## config.mk

```make
export PLATFORM = sky130hd
export DESIGN_NAME = twowire_regslave
export DESIGN_NICKNAME = d
export VERILOG_FILES = /design/src/rtl/twr_pkg.sv /design/src/rtl/twr_sync.sv /design/src/rtl/twr_bus.sv /design/src/rtl/twr_regs.sv /design/src/rtl/twr_trickle.sv /design/src/rtl/twowire_regslave.sv
export SDC_FILE = /design/constraint.sdc
export NUM_CORES = 1
export LEC_CHECK = 0
export ABC_AREA = 1
export CORE_MARGIN = 2
export CORE_UTILIZATION = 45
export CTS_CLUSTER_DIAMETER = 30
export DETAILED_ROUTE_END_ITERATION = 8
export GPL_ROUTABILITY_DRIVEN = 0
export GPL_TIMING_DRIVEN = 0
export PLACE_DENSITY = 0.68
export SYNTH_ARGS = -nofsm -noshare
export SYNTH_HDL_FRONTEND = slang
export SYNTH_SLANG_ARGS = --single-unit
```

## constraint.sdc

```tcl
create_clock -name clk -period 2.7 [get_ports clk]
set_input_delay 0.54 -clock clk [delete_from_list [all_inputs] [get_ports clk]]
set_output_delay 0.54 -clock clk [all_outputs]
set_load 0.03 [all_outputs]
```

## src/rtl/twr_pkg.sv

```systemverilog
package twr_pkg;
    localparam int DATA_W    = 8;
    localparam int NREG      = 6;
    localparam int PTR_W     = $clog2(NREG);
    localparam int CNT_BYTES = 4;
    localparam int CTRL_IDX  = 4;
    localparam int TRK_IDX   = 5;
    localparam int BIT_W     = $clog2(DATA_W + 1);
    localparam logic [3:0] TRK_KEY = 4'b1010;

    typedef enum logic [3:0] {
        ST_IDLE, ST_ADDR, ST_ACK_A, ST_PTR, ST_ACK_P,
        ST_WR, ST_ACK_W, ST_RD, ST_RACK
    } bus_st_e;

    typedef struct packed {
        bus_st_e             st;
        logic [DATA_W-1:0]   sh;
        logic [BIT_W-1:0]    bits;
        logic [PTR_W-1:0]    ptr;
        logic                rw;
        logic                oe;
        logic                mack;
        logic                scl_p;
        logic                sda_p;
    } bus_q_t;
endpackage

```

## src/rtl/twr_sync.sv

```systemverilog
module twr_sync #(
    parameter int W      = 2,
    parameter int STAGES = 2
) (
    input  logic         clk,
    input  logic         rst_n,
    input  logic [W-1:0] din,
    output logic [W-1:0] dout
);
    logic [STAGES-1:0] chain_q [W];

    for (genvar i = 0; i < W; i++) begin : g_bit
        always_ff @(posedge clk or negedge rst_n) begin
            if (!rst_n) chain_q[i] <= '1;
            else        chain_q[i] <= {chain_q[i][STAGES-2:0], din[i]};
        end
        assign dout[i] = chain_q[i][STAGES-1];
    end
endmodule

```

## src/rtl/twr_bus.sv

```systemverilog
module twr_bus
    import twr_pkg::*;
#(
    parameter logic [6:0] DEV_ADDR = 7'h68
) (
    input  logic              clk,
    input  logic              rst_n,
    input  logic              scl,
    input  logic              sda,
    input  logic              pwr_fail,
    input  logic [DATA_W-1:0] rdata,
    output logic              we,
    output logic [PTR_W-1:0]  waddr,
    output logic [DATA_W-1:0] wdata,
    output logic [PTR_W-1:0]  raddr,
    output logic              sda_oe
);
    localparam logic [BIT_W-1:0] FULL = BIT_W'(DATA_W);

    bus_q_t q, d;
    logic   scl_rise, scl_fall, start_c, stop_c, we_c;

    function automatic logic [PTR_W-1:0] ptr_step(input logic [PTR_W-1:0] p);
        return (p == PTR_W'(NREG - 1)) ? '0 : p + 1'b1;
    endfunction

    assign scl_rise = scl & ~q.scl_p;
    assign scl_fall = ~scl & q.scl_p;
    assign start_c  = scl & q.scl_p & q.sda_p & ~sda;
    assign stop_c   = scl & q.scl_p & ~q.sda_p & sda;

    always_comb begin
        d       = q;
        we_c    = 1'b0;
        d.scl_p = scl;
        d.sda_p = sda;
        if (start_c) begin
            d.st = ST_ADDR; d.bits = '0; d.oe = 1'b0;
        end else if (stop_c) begin
            d.st = ST_IDLE; d.oe = 1'b0;
        end else begin
            case (q.st)
                ST_ADDR, ST_PTR, ST_WR: begin
                    if (scl_rise && q.bits != FULL) begin
                        d.sh   = {q.sh[DATA_W-2:0], sda};
                        d.bits = q.bits + 1'b1;
                    end else if (scl_fall && q.bits == FULL) begin
                        d.bits = '0;
                        if (pwr_fail) begin
                            d.st = ST_IDLE;
                        end else if (q.st == ST_ADDR) begin
                            if (q.sh[7:1] == DEV_ADDR) begin
                                d.rw = q.sh[0]; d.oe = 1'b1; d.st = ST_ACK_A;
                            end else begin
                                d.st = ST_IDLE;
                            end
                        end else if (q.st == ST_PTR) begin
                            d.ptr = (q.sh < DATA_W'(NREG)) ? q.sh[PTR_W-1:0] : '0;
                            d.oe  = 1'b1;
                            d.st  = ST_ACK_P;
                        end else begin
                            we_c  = 1'b1;
                            d.ptr = ptr_step(q.ptr);
                            d.oe  = 1'b1;
                            d.st  = ST_ACK_W;
                        end
                    end
                end
                ST_ACK_A: if (scl_fall) begin
                    if (q.rw) begin
                        d.sh = rdata; d.oe = ~rdata[DATA_W-1];
                        d.ptr = ptr_step(q.ptr); d.st = ST_RD;
                    end else begin
                        d.oe = 1'b0; d.st = ST_PTR;
                    end
                end
                ST_ACK_P, ST_ACK_W: if (scl_fall) begin
                    d.oe = 1'b0; d.st = ST_WR;
                end
                ST_RD: begin
                    if (scl_rise) begin
                        d.bits = q.bits + 1'b1;
                    end else if (scl_fall && q.bits == FULL) begin
                        d.oe = 1'b0; d.bits = '0; d.st = ST_RACK;
                    end else if (scl_fall && q.bits != '0) begin
                        d.sh = {q.sh[DATA_W-2:0], 1'b0};
                        d.oe = ~q.sh[DATA_W-2];
                    end
                end
                ST_RACK: begin
                    if (scl_rise) begin
                        d.mack = ~sda;
                    end else if (scl_fall) begin
                        if (q.mack && !pwr_fail) begin
                            d.sh = rdata; d.oe = ~rdata[DATA_W-1];
                            d.ptr = ptr_step(q.ptr); d.st = ST_RD;
                        end else begin
                            d.oe = 1'b0; d.st = ST_IDLE;
                        end
                    end
                end
                default: ;
            endcase
        end
    end

    always_ff @(posedge clk or negedge rst_n) begin
        if (!rst_n) begin
            q       <= '0;
            q.st    <= ST_IDLE;
            q.scl_p <= 1'b1;
            q.sda_p <= 1'b1;
        end else begin
            q <= d;
        end
    end

    assign we     = we_c;
    assign waddr  = q.ptr;
    assign wdata  = q.sh;
    assign raddr  = q.ptr;
    assign sda_oe = q.oe;
endmodule

```

## src/rtl/twr_regs.sv

```systemverilog
module twr_regs
    import twr_pkg::*;
(
    input  logic                   clk,
    input  logic                   rst_n,
    input  logic                   we,
    input  logic [PTR_W-1:0]       waddr,
    input  logic [DATA_W-1:0]      wdata,
    input  logic [PTR_W-1:0]       raddr,
    output logic [DATA_W-1:0]      rdata,
    output logic [NREG*DATA_W-1:0] flat
);
    logic [DATA_W-1:0] mem_q [NREG];
    logic [DATA_W-1:0] mem_d [NREG];

    for (genvar i = 0; i < NREG; i++) begin : g_byte
        always_comb begin
            mem_d[i] = (we && waddr == PTR_W'(i)) ? wdata : mem_q[i];
        end
        always_ff @(posedge clk or negedge rst_n) begin
            if (!rst_n) mem_q[i] <= '0;
            else        mem_q[i] <= mem_d[i];
        end
        assign flat[i*DATA_W +: DATA_W] = mem_q[i];
    end

    always_comb begin
        rdata = '0;
        for (int i = 0; i < NREG; i++) begin
            if (raddr == PTR_W'(i)) rdata = mem_q[i];
        end
    end
endmodule

```

## src/rtl/twr_trickle.sv

```systemverilog
module twr_trickle
    import twr_pkg::*;
(
    input  logic [DATA_W-1:0] cfg,
    output logic              en,
    output logic              diode,
    output logic [1:0]        res
);
    logic key_ok, ds_ok, rs_ok;

    always_comb begin
        key_ok = (cfg[7:4] == TRK_KEY);
        ds_ok  = (cfg[3:2] == 2'b01) || (cfg[3:2] == 2'b10);
        rs_ok  = (cfg[1:0] != 2'b00);
        en     = key_ok && ds_ok && rs_ok;
        diode  = en && (cfg[3:2] == 2'b10);
        res    = en ? cfg[1:0] : 2'b00;
    end
endmodule

```

## src/rtl/twowire_regslave.sv

```systemverilog
module twowire_regslave
    import twr_pkg::*;
#(
    parameter logic [6:0] DEV_ADDR = 7'h68
) (
    input  logic        clk,
    input  logic        rst_n,
    input  logic        scl_i,
    input  logic        sda_i,
    input  logic        pwr_fail_i,
    output logic        sda_oe_o,
    output logic [31:0] count_o,
    output logic [7:0]  ctrl_o,
    output logic        chg_en_o,
    output logic        chg_diode_o,
    output logic [1:0]  chg_res_o
);
    logic [1:0]               sync_out;
    logic                     scl_sync, sda_sync, wr_en;
    logic [PTR_W-1:0]         wr_ptr, rd_ptr;
    logic [DATA_W-1:0]        wr_byte, rd_byte, trk_byte;
    logic [NREG*DATA_W-1:0]   reg_flat;

    twr_sync #(.W(2), .STAGES(2)) u_sync (
        .clk(clk), .rst_n(rst_n), .din({scl_i, sda_i}), .dout(sync_out)
    );
    assign scl_sync = sync_out[1];
    assign sda_sync = sync_out[0];

    twr_bus #(.DEV_ADDR(DEV_ADDR)) u_bus (
        .clk(clk), .rst_n(rst_n), .scl(scl_sync), .sda(sda_sync),
        .pwr_fail(pwr_fail_i), .rdata(rd_byte), .we(wr_en), .waddr(wr_ptr),
        .wdata(wr_byte), .raddr(rd_ptr), .sda_oe(sda_oe_o)
    );

    twr_regs u_regs (
        .clk(clk), .rst_n(rst_n), .we(wr_en), .waddr(wr_ptr), .wdata(wr_byte),
        .raddr(rd_ptr), .rdata(rd_byte), .flat(reg_flat)
    );

    assign count_o  = reg_flat[CNT_BYTES*DATA_W-1:0];
    assign ctrl_o   = reg_flat[CTRL_IDX*DATA_W +: DATA_W];
    assign trk_byte = reg_flat[TRK_IDX*DATA_W +: DATA_W];

    twr_trickle u_trk (
        .cfg(trk_byte), .en(chg_en_o), .diode(chg_diode_o), .res(chg_res_o)
    );
endmodule

```

Yosys cells after proc, flatten, opt, wreduce, memory -nomap -nowiden
Cells that the tools add are included.
{"block": "op_classes", "n_addsub": 2, "magnitude_cmp": 1, "eq_ne": 47, "mux": 80, "n_bitwise": 17, "reduce_logical": 31}
{"cell": "$mux W8", "count": 12}
{"cell": "$mux W12", "count": 4}
{"cell": "$mux W4", "count": 11}
{"cell": "$mux W3", "count": 12}
{"cell": "$pmux W8 S4", "count": 1}
{"cell": "$ne A4 B1 Y1 const B", "count": 7}
{"cell": "$reduce_and A12 Y1", "count": 2}
{"cell": "$mux W1", "count": 22}
{"cell": "$mux W2", "count": 11}
{"cell": "$pmux W4 S5", "count": 1}
{"cell": "$eq A4 B3 Y1 const B", "count": 4}
{"cell": "$ne A2 B1 Y1 const B", "count": 8}
{"cell": "$logic_and A1 B1 Y1", "count": 13}
{"cell": "$eq A4 B4 Y1 const B", "count": 3}
{"cell": "$ne A2 B2 Y1 const B", "count": 6}
{"cell": "$ne A4 B4 Y1 const B", "count": 3}
{"cell": "$reduce_and A11 Y1", "count": 1}
{"cell": "$mux W5", "count": 2}
{"cell": "$not A1 Y1", "count": 10}
{"cell": "$mux W9", "count": 1}
{"cell": "$pmux W3 S3", "count": 1}
{"cell": "$reduce_and A9 Y1", "count": 1}
{"cell": "$eq A4 B2 Y1 const B", "count": 2}
{"cell": "$lt A8 B3 Y1 const B", "count": 1}
{"cell": "27 further kinds", "count": 39}
{"block": "word_totals", "register_bits": 76, "inputBits": 5, "output_inout_bits": 45}

Longest topological paths before layout
{"block": "depth", "word_depth": 16, "ltp_mapped": 14, "ltp_nobuf": 13}

Modules after synthesis
A second synthesis with hierarchy kept.
{"block": "hier_totals", "cells_unflattened": 571, "area_unflattened_um2": 4224.1}
{"module": "twr_regs", "instances": 1, "cells_each": 261, "area_per_inst_um2": 2159.6, "seq_area_each_um2": 1201.2}
{"module": "twr_bus", "instances": 1, "cells_each": 285, "area_per_inst_um2": 1864.3, "seq_area_each_um2": 603.1}
{"module": "twr_sync", "instances": 1, "cells_each": 6, "area_per_inst_um2": 120.1, "seq_area_each_um2": 105.1}
{"module": "twr_trickle", "instances": 1, "cells_each": 19, "area_per_inst_um2": 80.1, "seq_area_each_um2": 0.0}

Worst setup path after synthesis
OpenSTA, ideal clock, no wires.
{"block": "synth_timing", "path_kind": "reg-to-output", "from": "register u_regs.mem_q (netlist bit u_regs.flat[42])", "to": "output chg_diode_o", "arrival_time_ps": 2366, "path_slack_ps": -206, "stages_incl_launch_ff": 6, "path_cell_list": "dfrtp_1 > inv_1 > ha_1 > nor4_1 > inv_1 > nor2_1"}
{"block": "synth_via", "elab_chain_cells": 5, "elab_cells_between_ends": 6}
{"item": "from (decl)", "line_no": "twr_regs.sv:13", "source": "logic [DATA_W-1:0] mem_q [NREG];"}
{"item": "from (signal, indexed assignment)", "line_no": "twr_regs.sv:22", "source": "else mem_q[i] <= mem_d[i];"}
{"item": "$eq A2 B1 Y1 or $eq A2 B2 Y1 (tied branches)", "line_no": "twr_trickle.sv:13", "source": "ds_ok = (cfg[3:2] == 2'b01) || (cfg[3:2] == 2'b10);"}
{"item": "$logic_or A1 B1 Y1 *", "line_no": "twr_trickle.sv:13"}
{"item": "$logic_and A1 B1 Y1 * (2 in series)", "line_no": "twr_trickle.sv:15", "source": "en = key_ok && ds_ok && rs_ok;"}
{"item": "net chg_en_o", "line_no": "twowire_regslave.sv:14", "source": "output logic chg_en_o,"}
{"item": "$logic_and A1 B1 Y1 *", "line_no": "twr_trickle.sv:16", "source": "diode = en && (cfg[3:2] == 2'b10);"}
{"item": "to (decl)", "line_no": "twowire_regslave.sv:15", "source": "output logic chg_diode_o,"}
Mark *: on every way through the listed nets, which the timed path passes. The rest lies on a longest branch.

Worst setup path in the final report
{"block": "layout_timing", "from": "register u_regs.mem_q (netlist bit u_regs.flat[42])", "to": "output chg_res_o[0]"}
{"block": "layout_via", "elab_chain_cells": 5, "elab_cells_between_ends": 6}
{"item": "$eq A2 B1 Y1 or $eq A2 B2 Y1 (tied branches)", "line_no": "twr_trickle.sv:13"}
{"item": "$logic_or A1 B1 Y1 *", "line_no": "twr_trickle.sv:13"}
{"item": "$logic_and A1 B1 Y1 * (2 in series)", "line_no": "twr_trickle.sv:15"}
{"item": "$mux W2 *", "line_no": "twr_trickle.sv:17", "source": "res = en ? cfg[1:0] : 2'b00;"}
{"item": "to (decl)", "line_no": "twowire_regslave.sv:16", "source": "output logic [1:0] chg_res_o"}
Every way passes the cells marked *; elsewhere a longest branch is shown, timed or not.

==> reports/metrics.csv <==
stage,metric,value,unit
pwr,leakage power,2.72,nW
placement,Place WS,0.210,ns
placement,placed inst area,5140,sq um
floorplan,row cnt,36,
floorplan,Die Y-Extent,104,um
status,status,"finished, final reports clean",
global_route,largest net degree at the start of global routing,54,
sta,RSZ-0062 raised after global routing,no,
pwr,Total Power,3.88,mW
sta,setup TNS,0,ns
critical_path,kind of critical path,flop to primary output,
clock_tree,Root Driver,clkbuf_8,
yosys,Yosys reg bits,76,
sta,slew margin rel.,0.628,
final_layout,share of cells above drive strength 1,0.153,
global_route,GR Overflow Total,0,
sta,Worst-Margin Slew,0.556,ns
yosys,cell count after synthesis,602,
final_layout,Area Growth Syn to Fin,19.8,%
routing,Final ANT Viol Nets,0,
clock_tree,Setup Buffers After CTS,0,
floorplan,die area,10700,sq um
placement,dpl hpwl,8180,um
sta,Max Clock Freq,394,MHz
yosys,syn_area_per_cell,7.40,sq um
yosys,Syn Nets,611,
sta,Final Setup Violations,0,
clock_tree,Worst-Skew Late Latency,0.36,ns
final_layout,"most common cell after layout, fill and taps aside",nand2_1,
placement,PortBufs,49,
clock_tree,TritonCTS clock tree,yes,
routing,drt wl/cell,14.1,um
yosys,Post-synth EDFFs,0,
global_route,initial antenna violation count,0,
final_layout,most frequent cells in the layout,"169 x nand2_1, 70 x dfrtp_1, 62 x inv_1, 60 x nor2_1, 44 x clkdlybuf4s50_1",
yosys,"area leader, netlist",dfrtp_1,
yosys,warnings from Yosys,0,
placement,DP Cell Count,785,
sta,Worst Skew,0.00982,ns
worst_hold_path,Hold WC Path Type,input pin to async pin,
floorplan,core footprint,9680,sq um
routing,vias per cell,5.08,
sta,final setup margin,0.164,ns
yosys,ys async rst share,1.00,
floorplan,Ports,50,
final_layout,fin util,0.551,
sta,final-report hold violation count,0,
yosys,post-synth top area share,0.393,
critical_path,startpoint types,flop,
routing,1st-iter DRT viols,344,
final_layout,Layout Cells excl Fill,801,
critical_path,endpoint class of the critical path,primary output,
yosys,main area contributors after synthesis,"dfrtp_1 39%, nand2_1 14%, buf_4 6.9%, inv_1 5.2%, nor2_1 5.1%",
clock_tree,clk sink count,76,
routing,DR vias,4068,
clock_tree,H-tree Lvls,3,
routing,DRC viols,0,
flow_run,Max-Cap Viols,0,
critical_path,largest fanout on the critical path,3,
sta,minimum clock period after layout,2.54,ns
routing,Routed WL,11300,um
sta,Fin Hold WS,0.0817,ns
pwr,PwrDens,728,nW/um^2
clock_tree,clock slew at reported path FFs,0.08,ns
final_layout,n_diodes,0,
critical_path,Worst EP arrival,2.00,ns
global_route,first-pass GRT wire length,18500,um
final_layout,fin nets,672,
pwr,VDD IR max,0.374,mV
yosys,Most used DFF post-synth,dfrtp_1,
critical_path,Critical Path RT,2.16,ns
clock_tree,CTS max path bufs,2,
clock_tree,TritonCTS buffer count,9,
yosys,sequential-to-total area share from yosys stat,0.429,
routing,TritonRoute pass-1 iters,5,
final_layout,Fillers,930,
final_layout,design area,5340,sq um
clock_tree,hold bufs inserted after CTS,0,
yosys,Syn Std Cell Area,4460,sq um
floorplan,Chip Width,104,um
sta,fin crit share,0.939,
global_route,gr usage total,0.215,
sta,final max-slew violation count,0,
floorplan,initial core utilization,0.460,
global_route,number of global-route vias before repair,3725,
yosys,post-synth cell types,31,
## power by group
group / internal (mW) / total (mW) / switching [mW]
Clock: 0.427 / 0.874 / 0.447
Combinational: 0.441 / 1.61 / 1.17
Sequential: 1.27 / 1.40 / 0.127
## cell usage after synthesis, types with 5 or more instances
| master | number |
|---|---|
| buf_6 | 6 |
| nand2_1 | 169 |
| buf_4 | 41 |
| o21ai_2 | 9 |
| dfrtp_1 | 70 |
| nand2_2 | 6 |
| a21oi_1 | 27 |
| dfstp_2 | 6 |
| nand3_1 | 37 |
| o21ai_1 | 43 |
| nor2_1 | 60 |
| o21ai_0 | 29 |
| nand4_1 | 5 |
| inv_1 | 62 |
## cell families after synthesis
logic type | Yosys count | share of synthesized area
DFF | 76 | 0.429
AOI/OAI and AO/OA | 108 | 0.129
xor gates and xnor gates | 2 | 0.00393
and+or+nand+nor | 292 | 0.281
buffers and inverters | 120 | 0.147
adders and majority gates | 4 | 0.0112
## worst max-delay path: stages, from the launching register on
cell and delay [ns]:
dfrtp_1 0.38, inv_1 0.05, ha_1 0.30, nor4_2 0.31, inv_1 0.11, nor2_1 0.09
dlygate4sd2_1 0.40
## layout make-up
type                       count  area, sq um  share of cell area
sequential                    76         1910               0.358
multi-input combinational    406         1900               0.356
timing repair buffer          50          514              0.0964
buffer                        55          412              0.0771
inverter                      65          244              0.0457
tap                          133          166              0.0312
clock buffer                  10          128              0.0239
clock inverter                 6         65.1              0.0122
## registers in the layout, summed over array words and instances (netlist names)
name / count
u_regs.flat: 48
u_bus.q: 12
u_bus.wdata: 8
u_bus.raddr: 3
u_sync.chain_q: 2
u_sync.dout: 2
u_bus.sda_oe: 1
## layer usage
layer | wire length [um] | GRT usage | share of wire | up-vias
met4 | 257 | 0.0849 | 0.023 | 0
met5 | 0 | 0 | 0 | -
met1 | 5250 | 0.307 | 0.46 | 1899
li1 | - | - | - | 1994
met2 | 4980 | 0.336 | 0.44 | 156
met3 | 807 | 0.0277 | 0.071 | 19
## repair_timing
action / in CTS / in global routing
resized for setup: 3 / 3
setup endpoints to repair: 3 / 6
hold endpoints to repair: 0 / 0
## final timing paths
kind	from	endpoint	slack [ns]	cells past startpoint
setup / recovery	u_regs.flat[42]	chg_res_o[0]	0.16	6
hold reg to reg	u_sync.chain_q[0]	u_sync.dout[1]	0.36	0
hold / removal	rst_n	u_bus.q[23]	0.08	1
max in group asynchronous	rst_n	u_regs.flat[39]	2.06	2
min in group clk	u_sync.chain_q[0]	u_sync.dout[1]	0.36	0
setup reg to reg	u_bus.raddr[2]	u_bus.wdata[6]	0.29	12
Note: power is estimated with default switching activity, not from simulation.
